[config.mk]
export PLATFORM = sky130hd
export DESIGN_NAME = dbg_runctl
export DESIGN_NICKNAME = d
export VERILOG_FILES = /design/src/rtl/dbg_runctl_pkg.sv /design/src/rtl/dbg_ctl_reg.sv /design/src/rtl/dbg_run_ctl.sv /design/src/rtl/dbg_stat_reg.sv /design/src/rtl/dbg_runctl.sv
export SDC_FILE = /design/constraint.sdc
export NUM_CORES = 1
export LEC_CHECK = 0
export CAP_MARGIN = 20
export CORE_MARGIN = 10
export CORE_UTILIZATION = 24
export DETAILED_ROUTE_END_ITERATION = 12
export DONT_BUFFER_PORTS = 1
export HOLD_SLACK_MARGIN = 0.15
export SLEW_MARGIN = 10
export SYNTH_ARGS = -nofsm -noshare
export SYNTH_HDL_FRONTEND = slang
export SYNTH_SLANG_ARGS = --single-unit
[constraint.sdc]
create_clock -name clk -period 1.2 [get_ports clk]
set_input_delay 0.06 -clock clk [delete_from_list [all_inputs] [get_ports clk]]
set_output_delay 0.06 -clock clk [all_outputs]
set_load 0.1 [all_outputs]
[src/rtl/dbg_runctl_pkg.sv]
`timescale 1ns/1ps
package dbg_runctl_pkg;
    // control word bit positions
    localparam int unsigned C_HALT  = 0;
    localparam int unsigned C_RUN   = 1;
    localparam int unsigned C_STEP  = 2;
    localparam int unsigned C_SWBRK = 3;
    localparam int unsigned C_FRZ   = 4;
    localparam int unsigned C_HOR   = 5;
    localparam int unsigned C_RST   = 6;
    // status word bit positions
    localparam int unsigned S_HALTED  = 0;
    localparam int unsigned S_RSTPEND = 2;

    typedef struct packed {
        logic rst_hold;
        logic halt_on_rel;
        logic freeze;
        logic swbrk;
    } ctl_opts_t;

    typedef struct packed {
        logic halt;
        logic step;
    } run_state_t;

    typedef struct packed {
        logic halted;
        logic pend;
    } stat_state_t;
endpackage

[src/rtl/dbg_ctl_reg.sv]
`timescale 1ns/1ps
module dbg_ctl_reg
    import dbg_runctl_pkg::*;
#(
    parameter int unsigned DW = 8
) (
    input  logic          clk,
    input  logic          rst_n,
    input  logic          wr_en,
    input  logic [DW-1:0] wdata,
    output ctl_opts_t     opts,
    output logic          cmd_halt,
    output logic          cmd_run,
    output logic          cmd_step,
    output logic          hor_release,
    output logic [DW-1:0] rdata
);
    ctl_opts_t opts_d, opts_q;

    always_comb begin
        opts_d = opts_q;
        if (wr_en) begin
            opts_d.swbrk       = wdata[C_SWBRK];
            opts_d.freeze      = wdata[C_FRZ];
            opts_d.halt_on_rel = wdata[C_HOR];
            opts_d.rst_hold    = wdata[C_RST];
        end
        cmd_halt    = wr_en & wdata[C_HALT];
        cmd_run     = wr_en & wdata[C_RUN];
        cmd_step    = wr_en & wdata[C_STEP];
        hor_release = wr_en & opts_q.rst_hold & ~wdata[C_RST] & wdata[C_HOR];
        rdata          = '0;
        rdata[C_SWBRK] = opts_q.swbrk;
        rdata[C_FRZ]   = opts_q.freeze;
        rdata[C_HOR]   = opts_q.halt_on_rel;
        rdata[C_RST]   = opts_q.rst_hold;
    end

    always_ff @(posedge clk or negedge rst_n) begin
        if (!rst_n) opts_q <= '0;
        else        opts_q <= opts_d;
    end

    assign opts = opts_q;
endmodule

[src/rtl/dbg_run_ctl.sv]
`timescale 1ns/1ps
module dbg_run_ctl
    import dbg_runctl_pkg::*;
(
    input  logic clk,
    input  logic rst_n,
    input  logic cmd_halt,
    input  logic cmd_run,
    input  logic cmd_step,
    input  logic hor_release,
    input  logic cpu_halted,
    output logic halt_req,
    output logic step_pls
);
    run_state_t s_d, s_q;

    always_comb begin
        s_d      = s_q;
        s_d.step = cmd_step & cpu_halted & s_q.halt;
        if (cmd_halt || hor_release) s_d.halt = 1'b1;
        else if (cmd_run)            s_d.halt = 1'b0;
    end

    always_ff @(posedge clk or negedge rst_n) begin
        if (!rst_n) s_q <= '0;
        else        s_q <= s_d;
    end

    assign halt_req = s_q.halt;
    assign step_pls = s_q.step;
endmodule

[src/rtl/dbg_stat_reg.sv]
`timescale 1ns/1ps
module dbg_stat_reg
    import dbg_runctl_pkg::*;
#(
    parameter int unsigned DW = 8
) (
    input  logic          clk,
    input  logic          rst_n,
    input  logic          wr_en,
    input  logic [DW-1:0] wdata,
    input  logic          cpu_halted,
    input  logic          rst_evt,
    output logic          pend,
    output logic [DW-1:0] rdata
);
    stat_state_t s_d, s_q;

    always_comb begin
        s_d        = s_q;
        s_d.halted = cpu_halted;
        if (rst_evt)                         s_d.pend = 1'b1;
        else if (wr_en && wdata[S_RSTPEND])  s_d.pend = 1'b0;
        rdata            = '0;
        rdata[S_HALTED]  = s_q.halted;
        rdata[S_RSTPEND] = s_q.pend;
    end

    always_ff @(posedge clk or negedge rst_n) begin
        if (!rst_n) s_q <= '0;
        else        s_q <= s_d;
    end

    assign pend = s_q.pend;
endmodule

[src/rtl/dbg_runctl.sv]
`timescale 1ns/1ps
module dbg_runctl
    import dbg_runctl_pkg::*;
#(
    parameter int unsigned DW = 8
) (
    input  logic          clk,
    input  logic          rst_n,
    input  logic          reg_wr,
    input  logic          reg_sel,
    input  logic [DW-1:0] reg_wdata,
    output logic [DW-1:0] reg_rdata,
    input  logic          cpu_halted,
    input  logic          cpu_reset_evt,
    output logic          cpu_halt_req,
    output logic          cpu_step,
    output logic          cpu_rst,
    output logic          swbrk_en,
    output logic          timer_freeze
);
    localparam int unsigned MIN_DW = C_RST + 1;

    ctl_opts_t     opts;
    logic          cmd_halt, cmd_run, cmd_step, hor_release;
    logic          rst_pend;
    logic [DW-1:0] ctl_rdata, stat_rdata;
    logic          ctl_wr, stat_wr;

    initial begin
        if (DW < MIN_DW) $error("DW too small for control word");
    end

    assign ctl_wr  = reg_wr & ~reg_sel;
    assign stat_wr = reg_wr &  reg_sel;

    dbg_ctl_reg #(.DW(DW)) u_ctl (
        .clk(clk), .rst_n(rst_n), .wr_en(ctl_wr), .wdata(reg_wdata),
        .opts(opts), .cmd_halt(cmd_halt), .cmd_run(cmd_run),
        .cmd_step(cmd_step), .hor_release(hor_release), .rdata(ctl_rdata)
    );

    dbg_run_ctl u_run (
        .clk(clk), .rst_n(rst_n), .cmd_halt(cmd_halt), .cmd_run(cmd_run),
        .cmd_step(cmd_step), .hor_release(hor_release), .cpu_halted(cpu_halted),
        .halt_req(cpu_halt_req), .step_pls(cpu_step)
    );

    dbg_stat_reg #(.DW(DW)) u_stat (
        .clk(clk), .rst_n(rst_n), .wr_en(stat_wr), .wdata(reg_wdata),
        .cpu_halted(cpu_halted), .rst_evt(cpu_reset_evt),
        .pend(rst_pend), .rdata(stat_rdata)
    );

    assign reg_rdata    = reg_sel ? stat_rdata : ctl_rdata;
    assign cpu_rst      = opts.rst_hold;
    assign swbrk_en     = opts.swbrk;
    assign timer_freeze = opts.freeze & cpu_halted;
endmodule

==> metrics.md <==
| Metric | Value |
|---|---|
| # setup viols final | 0 |
| Post-DP HPWL | 869.1 um |
| CP Class | reg2out |
| Final antenna-violating net count | 0 |
| CP endpoint kind | output port |
| Die H | 59.42 um |
| Clock sink count | 8 |
| Setup TNS Final | 0 ns |
| CTS Root Cell | clkbuf_4 |
| Arr. time, crit path | 1.03 ns |
| Syn. warnings | 0 |
| Fin. Hold Viols | 0 |
| Top cell type's share of synthesized area | 0.5369 |
| Ant diodes | 0 |
| Routed WL | 1188 um |
| Vias in the first global route | 376 |
| Num CTS Buffers | 3 |
| Drt drc | 0 |
| FF/Latch Area | 206.4 sq um |
| DR vias/cell | 4.366 |
| Hold Slack | 0.1605 ns |
| Final setup margin | 0.1112 ns |
| P per Cell Area | 1437 nW/um^2 |
| Buffers added on ports | 0 |
| FFs w/ async S/R, synth | 1.000 |
| Clock slew at reported path FFs | 0.06 ns |
| Top_reg_cell synth | dfrtp_1 |
| Area grow syn2layout | 90.27% |
| H-tree depth | 1 |
| Tmin final | 1.089 ns |
| Mapped Cells | 40 |
| Hold Path Class | in2async |
| Ports | 27 |
| CTS max path bufs | 2 |
| Post-synth top area cell | dfrtp_1 |
| Die X | 59.42 um |
| Total power after layout | 1.019 mW |
| Top cells by count, synth | nand2_1, dfrtp_1, and2_1 |
| Max Slew Vio Count | 0 |
| 1st-pass router iterations | 4 |
| Worst r2r path cells | 2 |
| Tcrit/Tclk final | 0.9073 |
| Initial core utilization | 0.2504 |
| Largest net degree at the start of global routing | 9 |
| Layout cell share with drive strength beyond 1 | 0.3333 |
| Req. time, crit path | 1.14 ns |
| Routability cong. | 0.7030 |
| Top-count cell post-synth | nand2_1 |
| Startpoint types | register |
| Core footprint | 1489 sq um |
| Seq/Total Area, Yosys | 0.5369 |
| Final nets | 81 |
| Area of the multi-input gates | 175.2 sq um |
| Antenna violations before repair | 0 |
| Number of synthesized register bits | 8 |
| Fillers | 133 |
| Grt ovf | 0 |
| Leakage | 0.3257 nW |
| Tot GR Track Use | 0.06953 |
| First-pass GRT wire length | 1932 um |
| Setup bufs post-CTS | 0 |
| Avg WL per Cell | 14.49 um |
| FP Rows | 14 |
| Max Clock Skew | 0.005916 ns |
| Worst-path fanout max | 4 |
| Syn avg cell area | 9.321 sq um |
| Mapped cell area | 372.9 sq um |
| RSZ-0062 raised after global routing | no |
| Skew-Pair Late Insertion Delay | 0.25 ns |
| Hold-fix buffers, CTS | 12 |
| 1st-iter DRT viols | 7 |
| Fmax achieved | 918.5 MHz |
| Die ar. | 3530 sq um |
| Post-synthesis cell type count | 16 |
| Gates resized, CTS repair | 0 |
| TritonCTS clock tree | built |
| Number of synthesized flops with an enable pin | 0 |
| Status | finished, final reports clean |
| Worst vdd ir | 0.4361 mV |
| Most area-consuming cells after synthesis | dfrtp_1, nand2_1, and2_1, and2b_1, buf_4 |
| Via Count | 358 |
| Post-place setup slack | 0.3680 ns |
| Max-cap viol count | 0 |
[cell families after synthesis]
family          synth area share
compound gates           0.07384
buf+inv                  0.05031
flops                     0.5369
other cells              0.01006
simple gates              0.3288
[placed cells by master (no fill, tap or decap), drive strengths merged]
| cell type | Yosys | final |
|---|---|---|
| a21o | 1 | 1 |
| and2 | 3 | 3 |
| buf | 2 | 11 |
| nor2b | 3 | 3 |
| dfrtp | 8 | 8 |
| o21ai | 1 | 1 |
| o2bb2ai | 1 | 1 |
| and2b | 2 | 2 |
| nand3 | 1 | 1 |
| nor3 | 1 | 1 |
| clkbuf | 0 | 4 |
| a31oi | 1 | 1 |
| nand2 | 13 | 13 |
| conb | 1 | 2 |
| nand2b | 1 | 1 |
| dlygate4sd3 | 0 | 12 |
| inv | 1 | 1 |
[stage by stage]
step	utilization	cell area (sq um)	cells
after floorplan	-	400.4	41
after global placement	0.3782	563.0	66
after detailed placement	0.3782	563.0	66
after CTS	0.4765	709.4	82
after global routing	0.4765	709.4	82
final	0.4765	709.4	82
[per-layer routing]
metal	track usage	vias up	part of all wire
met5	0	-	0
met1	0.07169	161	0.36
met3	0.04292	0	0.15
li1	-	176	-
met4	0.01967	0	0
met2	0.1144	21	0.49
[state kept, by name, indices dropped and copies added, names as in the netlist]
| register | count |
|---|---|
| u_run.step_pls | 1 |
| u_run.halt_req | 1 |
| u_stat.pend | 1 |
| u_stat.rdata | 1 |
| u_ctl.opts | 4 |
[worst max-delay path: stages (launching register included)]
cell     delay [ns]
dfrtp_4        0.49
nor2b_4        0.14
buf_12         0.15
[path summary, 6_finish.rpt]
kind,from,endpoint,slack [ns]
min,rst_n,u_ctl.opts[1]$_DFFE_PN0N_,0.16
max in group asynchronous,rst_n,u_ctl.opts[3]$_DFFE_PN0N_,0.73
max reg2reg,u_ctl.opts[3]$_DFFE_PN0N_,u_run.halt_req$_DFFE_PN0P_,0.36
max,u_ctl.opts[3]$_DFFE_PN0N_,reg_rdata[6],0.11
min in group clk,reg_sel,reg_rdata[6],0.30
min reg2reg,u_ctl.opts[2]$_DFFE_PN0N_,u_ctl.opts[2]$_DFFE_PN0N_,0.49
[layout make-up]
class                           instances  area share
Sequential cell                         8      0.2910
Multi-Input combinational cell         30      0.2469
Timing Repair Buffer                   23      0.3915
Clock buffer                            4     0.03704
Tap cell                               16     0.02822
Inverter                                1    0.005291
[where the power goes]
group          switching, mW  internal [mW]  leakage (nW)
Sequential            0.0203          0.301        0.0926
Combinational          0.334          0.146         0.218
Clock                 0.0909          0.127        0.0150
(Power assumes the default switching activity.)
